===== src/rtl/mp_uart_tx_pkg.sv =====
package mp_uart_tx_pkg;
  // Strobes from the sequencer to the datapath
  typedef struct packed {
    logic load;     // move holding register into shift register
    logic shift;    // advance to next bit
    logic done;     // last stop bit ended with nothing pending
    logic sending;  // shift register owns the line
  } txStrobes_t;
endpackage


===== src/rtl/mp_uart_tx_ctrl.sv =====
module mp_uart_tx_ctrl
  import mp_uart_tx_pkg::*;
#(
  parameter int TICKS_PER_BIT = 16,
  parameter int FRAME_BITS    = 11
) (
  input  logic       clk,
  input  logic       rstN,
  input  logic       txEnable,
  input  logic       baudTick,
  input  logic       dataPending,
  output txStrobes_t strb
);
  localparam int TW = $clog2(TICKS_PER_BIT);
  localparam int BW = $clog2(FRAME_BITS);

  typedef enum logic [1:0] {S_OFF, S_PRE, S_IDLE, S_SEND} state_t;
  state_t state;
  logic [TW-1:0] tickCnt;
  logic [BW-1:0] bitCnt;
  logic bitEnd, frameEnd;

  assign bitEnd   = baudTick && (tickCnt == TW'(TICKS_PER_BIT - 1));
  assign frameEnd = bitEnd && (bitCnt == BW'(FRAME_BITS - 1));

  always_comb begin
    strb = '0;
    if (txEnable) begin
      case (state)
        S_IDLE: strb.load = dataPending;
        S_SEND: begin
          strb.sending = 1'b1;
          if (frameEnd) begin
            strb.load = dataPending;
            strb.done = !dataPending;
          end else begin
            strb.shift = bitEnd;
          end
        end
        default: ;
      endcase
    end
  end

  always_ff @(posedge clk) begin
    if (!rstN) begin
      state   <= S_OFF;
      tickCnt <= '0;
      bitCnt  <= '0;
    end else if (!txEnable) begin
      state <= S_OFF;
    end else begin
      case (state)
        S_OFF: begin
          state   <= S_PRE;
          tickCnt <= '0;
          bitCnt  <= '0;
        end
        S_PRE, S_SEND: begin
          if (strb.load) begin
            tickCnt <= '0;
            bitCnt  <= '0;
          end else if (frameEnd) begin
            state <= S_IDLE;
          end else if (bitEnd) begin
            tickCnt <= '0;
            bitCnt  <= bitCnt + 1'b1;
          end else if (baudTick) begin
            tickCnt <= tickCnt + 1'b1;
          end
        end
        S_IDLE: begin
          if (strb.load) begin
            state   <= S_SEND;
            tickCnt <= '0;
            bitCnt  <= '0;
          end
        end
        default: state <= S_OFF;
      endcase
    end
  end
endmodule


===== src/rtl/mp_uart_tx_dp.sv =====
module mp_uart_tx_dp
  import mp_uart_tx_pkg::*;
#(
  parameter int DATA_BITS = 8
) (
  input  logic                 clk,
  input  logic                 rstN,
  input  logic                 txEnable,
  input  logic [DATA_BITS-1:0] wrData,
  input  logic                 hostDataWr,
  input  logic                 emptyClr,
  input  logic                 mpBitCtl,
  input  logic                 dmaWr,
  input  logic                 portDir,
  input  logic                 portData,
  input  txStrobes_t           strb,
  output logic                 txPin,
  output logic                 emptyFlag,
  output logic                 endFlag,
  output logic                 dataPending
);
  localparam int FW = DATA_BITS + 3;

  logic [DATA_BITS-1:0] dataReg;
  logic                 mpPend;
  logic [FW-1:0]        shiftReg;
  logic                 wrOk, commit;

  assign wrOk   = emptyFlag && (hostDataWr || dmaWr);
  assign commit = emptyFlag && (emptyClr || dmaWr);
  assign dataPending = !emptyFlag;

  always_ff @(posedge clk) begin
    if (!rstN) begin
      dataReg   <= '0;
      mpPend    <= 1'b0;
      emptyFlag <= 1'b1;
      endFlag   <= 1'b1;
      shiftReg  <= '1;
    end else begin
      if (wrOk) dataReg <= wrData;
      if (commit) begin
        emptyFlag <= 1'b0;
        mpPend    <= mpBitCtl;
      end else if (strb.load) begin
        emptyFlag <= 1'b1;
      end
      if (strb.load)       shiftReg <= {1'b1, mpPend, dataReg, 1'b0};
      else if (strb.shift) shiftReg <= {1'b1, shiftReg[FW-1:1]};
      if (commit)                                    endFlag <= 1'b0;
      else if (strb.done || (!txEnable && emptyFlag)) endFlag <= 1'b1;
    end
  end

  always_comb begin
    if (!txEnable)         txPin = portDir ? portData : 1'b1;
    else if (strb.sending) txPin = shiftReg[0];
    else                   txPin = 1'b1;
  end
endmodule


===== src/rtl/mp_uart_tx.sv =====
module mp_uart_tx
  import mp_uart_tx_pkg::*;
#(
  parameter int DATA_BITS     = 8,
  parameter int TICKS_PER_BIT = 16
) (
  input  logic                 clk,
  input  logic                 rstN,
  input  logic                 baudTick,
  input  logic                 txEnable,
  input  logic [DATA_BITS-1:0] wrData,
  input  logic                 hostDataWr,
  input  logic                 emptyClr,
  input  logic                 mpBitCtl,
  input  logic                 dmaWr,
  input  logic                 portDir,
  input  logic                 portData,
  output logic                 txPin,
  output logic                 emptyFlag,
  output logic                 endFlag,
  output logic                 txReq
);
  localparam int FRAME_BITS = DATA_BITS + 3;

  txStrobes_t strb;
  logic       dataPending;

  mp_uart_tx_ctrl #(.TICKS_PER_BIT(TICKS_PER_BIT), .FRAME_BITS(FRAME_BITS)) u_ctrl (
    .clk(clk), .rstN(rstN), .txEnable(txEnable), .baudTick(baudTick),
    .dataPending(dataPending), .strb(strb)
  );

  mp_uart_tx_dp #(.DATA_BITS(DATA_BITS)) u_dp (
    .clk(clk), .rstN(rstN), .txEnable(txEnable), .wrData(wrData),
    .hostDataWr(hostDataWr), .emptyClr(emptyClr), .mpBitCtl(mpBitCtl),
    .dmaWr(dmaWr), .portDir(portDir), .portData(portData), .strb(strb),
    .txPin(txPin), .emptyFlag(emptyFlag), .endFlag(endFlag),
    .dataPending(dataPending)
  );

  assign txReq = emptyFlag;
endmodule


===== config.mk =====
export PLATFORM = sky130hd
export DESIGN_NAME = mp_uart_tx
export DESIGN_NICKNAME = d
export VERILOG_FILES = /design/src/rtl/mp_uart_tx_pkg.sv /design/src/rtl/mp_uart_tx_ctrl.sv /design/src/rtl/mp_uart_tx_dp.sv /design/src/rtl/mp_uart_tx.sv
export SDC_FILE = /design/constraint.sdc
export NUM_CORES = 1
export LEC_CHECK = 0
export CORE_ASPECT_RATIO = 1.25
export CORE_MARGIN = 2
export CORE_UTILIZATION = 57
export CTS_CLUSTER_SIZE = 25
export DETAILED_ROUTE_END_ITERATION = 16
export PLACE_DENSITY_LB_ADDON = 0.15
export SYNTH_ARGS = -nofsm -noshare
export SYNTH_HDL_FRONTEND = slang
export SYNTH_HIERARCHICAL = 1
export SYNTH_SLANG_ARGS = --single-unit

===== constraint.sdc =====
create_clock -name clk -period 4.1 [get_ports clk]
set_clock_uncertainty 0.05 [all_clocks]
set_input_delay 0.82 -clock clk [delete_from_list [all_inputs] [get_ports clk]]
set_output_delay 0.82 -clock clk [all_outputs]
set_load 0.02 [all_outputs]

* After elaboration in Yosys (flattened, before gate mapping)
Index checks and enable logic that the tools add are counted.
Operators by class: eq/ne operators 11, reductions and logical operators 19, add/subtract/negate cells 2, mux-type cells 29
Operators by type and width (count):
- 4-bit two-way mux | 9
- 4-bit one-hot mux with 3 select lines | 2
- 10-bit two-way mux | 2
- 1-bit two-way mux | 10
- 4-bit by 1-bit adder with 4-bit output (second input constant) | 2
- 4-bit equality test (second input constant) | 2
- 4-bit AND reduction | 2
- 2-bit two-way mux | 3
- 2-bit one-hot mux with 3 select lines | 1
- 2-bit nonzero test | 3
- 1-bit logical AND | 5
- 2-bit equality test (second input constant) | 2
- 2-bit inequality test (second input constant) | 2
- 4-bit by 3-bit inequality test with 1-bit output (second input constant) | 1
- 1-bit logical OR | 3
- 3-bit two-way mux | 1
- 3-bit by 2-bit inequality test with 1-bit output (second input constant) | 1
- 3-bit inequality test (second input constant) | 1
- 3-bit AND reduction | 1
- 2-bit by 1-bit equality test with 1-bit output (second input constant) | 1
- 1-bit logical NOT | 2
- 2-bit logical NOT | 1
- 2-bit by 1-bit inequality test with 1-bit output (second input constant) | 1
- 1-bit one-hot mux with 2 select lines | 1
- other kinds (2) | 2
Storage, ports and cells: logic and storage cells 69, register bits after elaboration 31

* Depth between registers and ports, before layout
word-level depth 9, depth in mapped cells 8, gate-level depth less buffers 7

* Cells and area by module
The synthesis kept the hierarchy.
Modules (own cells, without submodules):
- mp_uart_tx_dp | times used 1, area an instance 899.6 um^2, cells an instance 96
- mp_uart_tx_ctrl | times used 1, area an instance 669.4 um^2, cells an instance 80
- mp_uart_tx | times used 1, area an instance 7.5 um^2, cells an instance 1

* Worst setup path after synthesis
OpenSTA, ideal clock, no wires.
path kind input to output, from in txEnable, to out txPin, arrival 1.367 ns, path slack 1.863 ns, stages 3, path buffers 0, path through nand3_1 -> inv_1 -> a32oi_1
RTL lines:
- start, declared | line mp_uart_tx.sv:10 | input logic txEnable,
- end, declared | line mp_uart_tx.sv:18 | output logic txPin,

==> impl_metrics.tcl <==
set metrics [dict create \
    routedWlPerCell_microns 13.69 \
    cp_data_arrival_time_ps 2540 \
    status "complete, no violations" \
    drc_errors 0 \
    cts_resized 0 \
    nets 218 \
    die_x_microns 51.04 \
    cts.path.max_buffers 2 \
    path_clk_slew_ps 90 \
    hold_viol 0 \
    synth_seq_area_share_pct 39.37 \
    cts_hold_buf 0 \
    vias 1381 \
    wl_microns 3175 \
    rows 21 \
    numCtsBuffers 5 \
    cts_tree "yes" \
    synth.top_cells.by_area "dfxtp_1 (39%), mux2i_1 (7.0%), and3b_1 (5.0%), nand2_1 (5.0%), nand3_1 (4.4%)" \
    syn-mean-instance-area_sq_um 8.907 \
    cp_slowest_cell "clkdlybuf4s50_1" \
    port_buffers 21 \
    worstSkewPairLatency_ps 330 \
    wl_met1_microns 1449 \
    antenna_found_initial 0 \
    syn-instance-count 177 \
    cpPeakStageDelay_ps 630 \
    grt_max_degree 30 \
    crit_fanout 11 \
    cts.sinks 31 \
    first_pass_iters 4 \
    leakage_uw 0.0006976 \
    finalWorstPathRequiredPeriod_ps 3405 \
    clock.fmax_mhz 293.7 \
    synth_edf_count 0 \
    grt_pass1_wl_microns 4947 \
    diodes 0 \
    fin_crit_sh_pct 83.05 \
    drv_cap 0 \
    yosysUniqueCellTypes 44 \
    tightest_slew_ps 761.5 \
    gp_congestion 0.8542 \
    start_util_pct 59.41 \
    dp_hpwl_microns 2271 \
    rsz0062_at_grt "no" \
    syn_nets 198 \
    netlist_area_sq_um 1577 \
    highest_layer "met4" \
    drtIter0Drc 24 \
    vias_per_cell 5.953 \
    holdWs_ps 410.3 \
    post_cts_buffers 0 \
    synth_top_cell_by_area "dfxtp_1" \
    root_buffer "clkbuf_4" \
    grt_overflow 0 \
    max-slew-margin-rel_pct 49.24 \
    core-area_sq_um 2654 \
    setup_viol 0 \
    final_cell_mix "dfxtp_1 (31), clkdlybuf4s50_1 (21), nand2_1 (21)" \
    die_y_microns 62.80 \
    yosys_register_bits 31 \
    tns_ps 0 \
    path_class "in2out" \
    dieArea_sq_um 3205 \
    layout-drive-gt1-share_pct 12.12 \
    met3_length_microns 184 \
    ctsHtreeMaxLevel 2 \
    critical_path_buf_inv_count 3 \
    detail-route-antenna-nets 0 \
    crit_chain "clkdlybuf4s50_1 -> nand3_1 -> inv_1 -> a32oi_1 -> clkdlybuf4s50_1" \
    cp-end-kind "primary output" \
    grt_pass1_vias 1166 \
    hp-class "reg2reg" \
    synth-main-ff-cell "dfxtp_1" \
    synth-warning-count 6 \
    worstSetupStartpointType "input pin" \
    synthArstFlopShare_pct 0 \
    layout_commonest_cell "dfxtp_1" \
    grtUsageTotal_pct 19.86 \
    boundaryPins 22 \
    critPathMostFrequentCell "clkdlybuf4s50_1" \
    required_ps 3230 \
    synth_top_area_share_pct 39.37 \
    drv_slew 0 \
    crit_family "buffers and inverters" \
    powerDensity_nw_per_um2 320.1 \
    area_delta_synth_final_pct 17.22 \
    dr_wl_met2_microns 1502 \
    ir_worst_vdd_uv 288.3 \
]
[cell type report]
class	instances	area (sq um)
timing repair buffer	23	225.2
sequential	31	620.6
clock buffer	7	65.06
multi-input combinational	129	860.8
inverter	7	26.28
clock inverter	1	7.507
tap	34	42.54
fill	213	805.8
[routing by layer]
metal,track usage (%),vias up
met5,0,-
met3,6.459,4
met2,31.98,46
met1,24.55,644
met4,6.757,0
li1,-,687
[flip-flops by register name, indices dropped and copies added (netlist names)]
name	flops
u_dp/emptyFlag	1
u_dp/shiftReg	10
u_dp/mpPend	1
u_ctrl/state	2
u_ctrl/bitCnt	4
u_ctrl/tickCnt	4
u_dp/endFlag	1
u_dp/dataReg	8
[cells in the mapped netlist (2+ instances only)]
| cell | n |
|---|---|
| dfxtp_1 | 31 |
| nand2_1 | 21 |
| nand3_1 | 14 |
| a21oi_1 | 11 |
| mux2i_1 | 11 |
| and3b_1 | 9 |
| o21ai_1 | 9 |
| o21ai_0 | 8 |
| inv_1 | 7 |
| buf_2 | 4 |
| nor2_1 | 4 |
| a41oi_1 | 3 |
| ha_1 | 3 |
| nand3_2 | 3 |
| nor2b_1 | 3 |
| nor3_1 | 3 |
| nor4_1 | 3 |
| buf_4 | 2 |
| nand3b_1 | 2 |
| o21ai_2 | 2 |
[logic make-up (layout without fill, tap and decap cells)]
group / after synthesis / in the layout / synth area share (%)
adder cells (fa/ha/maj): 3 / 3 / 2.381
AO/OA/AOI/OAI: 46 / 46 / 19.45
AND/OR/NAND/NOR: 69 / 69 / 25.79
flip-flops: 31 / 31 / 39.37
buffers and inverters: 17 / 38 / 6.031
multiplexers: 11 / 11 / 6.984
[final timing paths]
path / from / end / slack [ps] / cells after the start
setup / recovery: txEnable / txPin / 690 / 5
hold / removal: u_dp/dataReg[6]$_SDFFE_PN0P_ / u_dp/dataReg[6]$_SDFFE_PN0P_ / 410 / 2
setup reg to reg: u_ctrl/tickCnt[0]$_SDFFE_PN0P_ / u_dp/shiftReg[8]$_SDFFE_PN1P_ / 1800 / 6
hold reg to reg: u_dp/dataReg[6]$_SDFFE_PN0P_ / u_dp/dataReg[6]$_SDFFE_PN0P_ / 410 / 2
[where the power goes]
group          internal (uW)  leakage [uW]  switching, uW  total [uW]
clock network            100     0.0000375            106         206
logic                   32.3      0.000407           34.3        66.6
registers                311      0.000253           8.26         319
total                    443      0.000698            148         592
[worst register-to-register path, cell delays in order (launching register included)]
cell     delay [ps]
dfxtp_1         390
ha_1            290
and4_2          280
nand2_1          80
a21oi_1         630
nor2b_1         300
a21oi_1         210
[per-stage QoR]
step,instances,utilization [%],worst slack (ps),power (uW),instance area [sq um]
floorplan,177,-,1863,363.4,1577
global placement,224,66.90,777.6,388.8,1775
detailed placement,224,66.90,713.1,391.8,1775
CTS,232,69.64,707.0,594.4,1848
global route,232,69.64,648.5,610.6,1848
finish,232,69.64,694.9,591.5,1848
No activity file was read; power rests on OpenSTA's default activity.
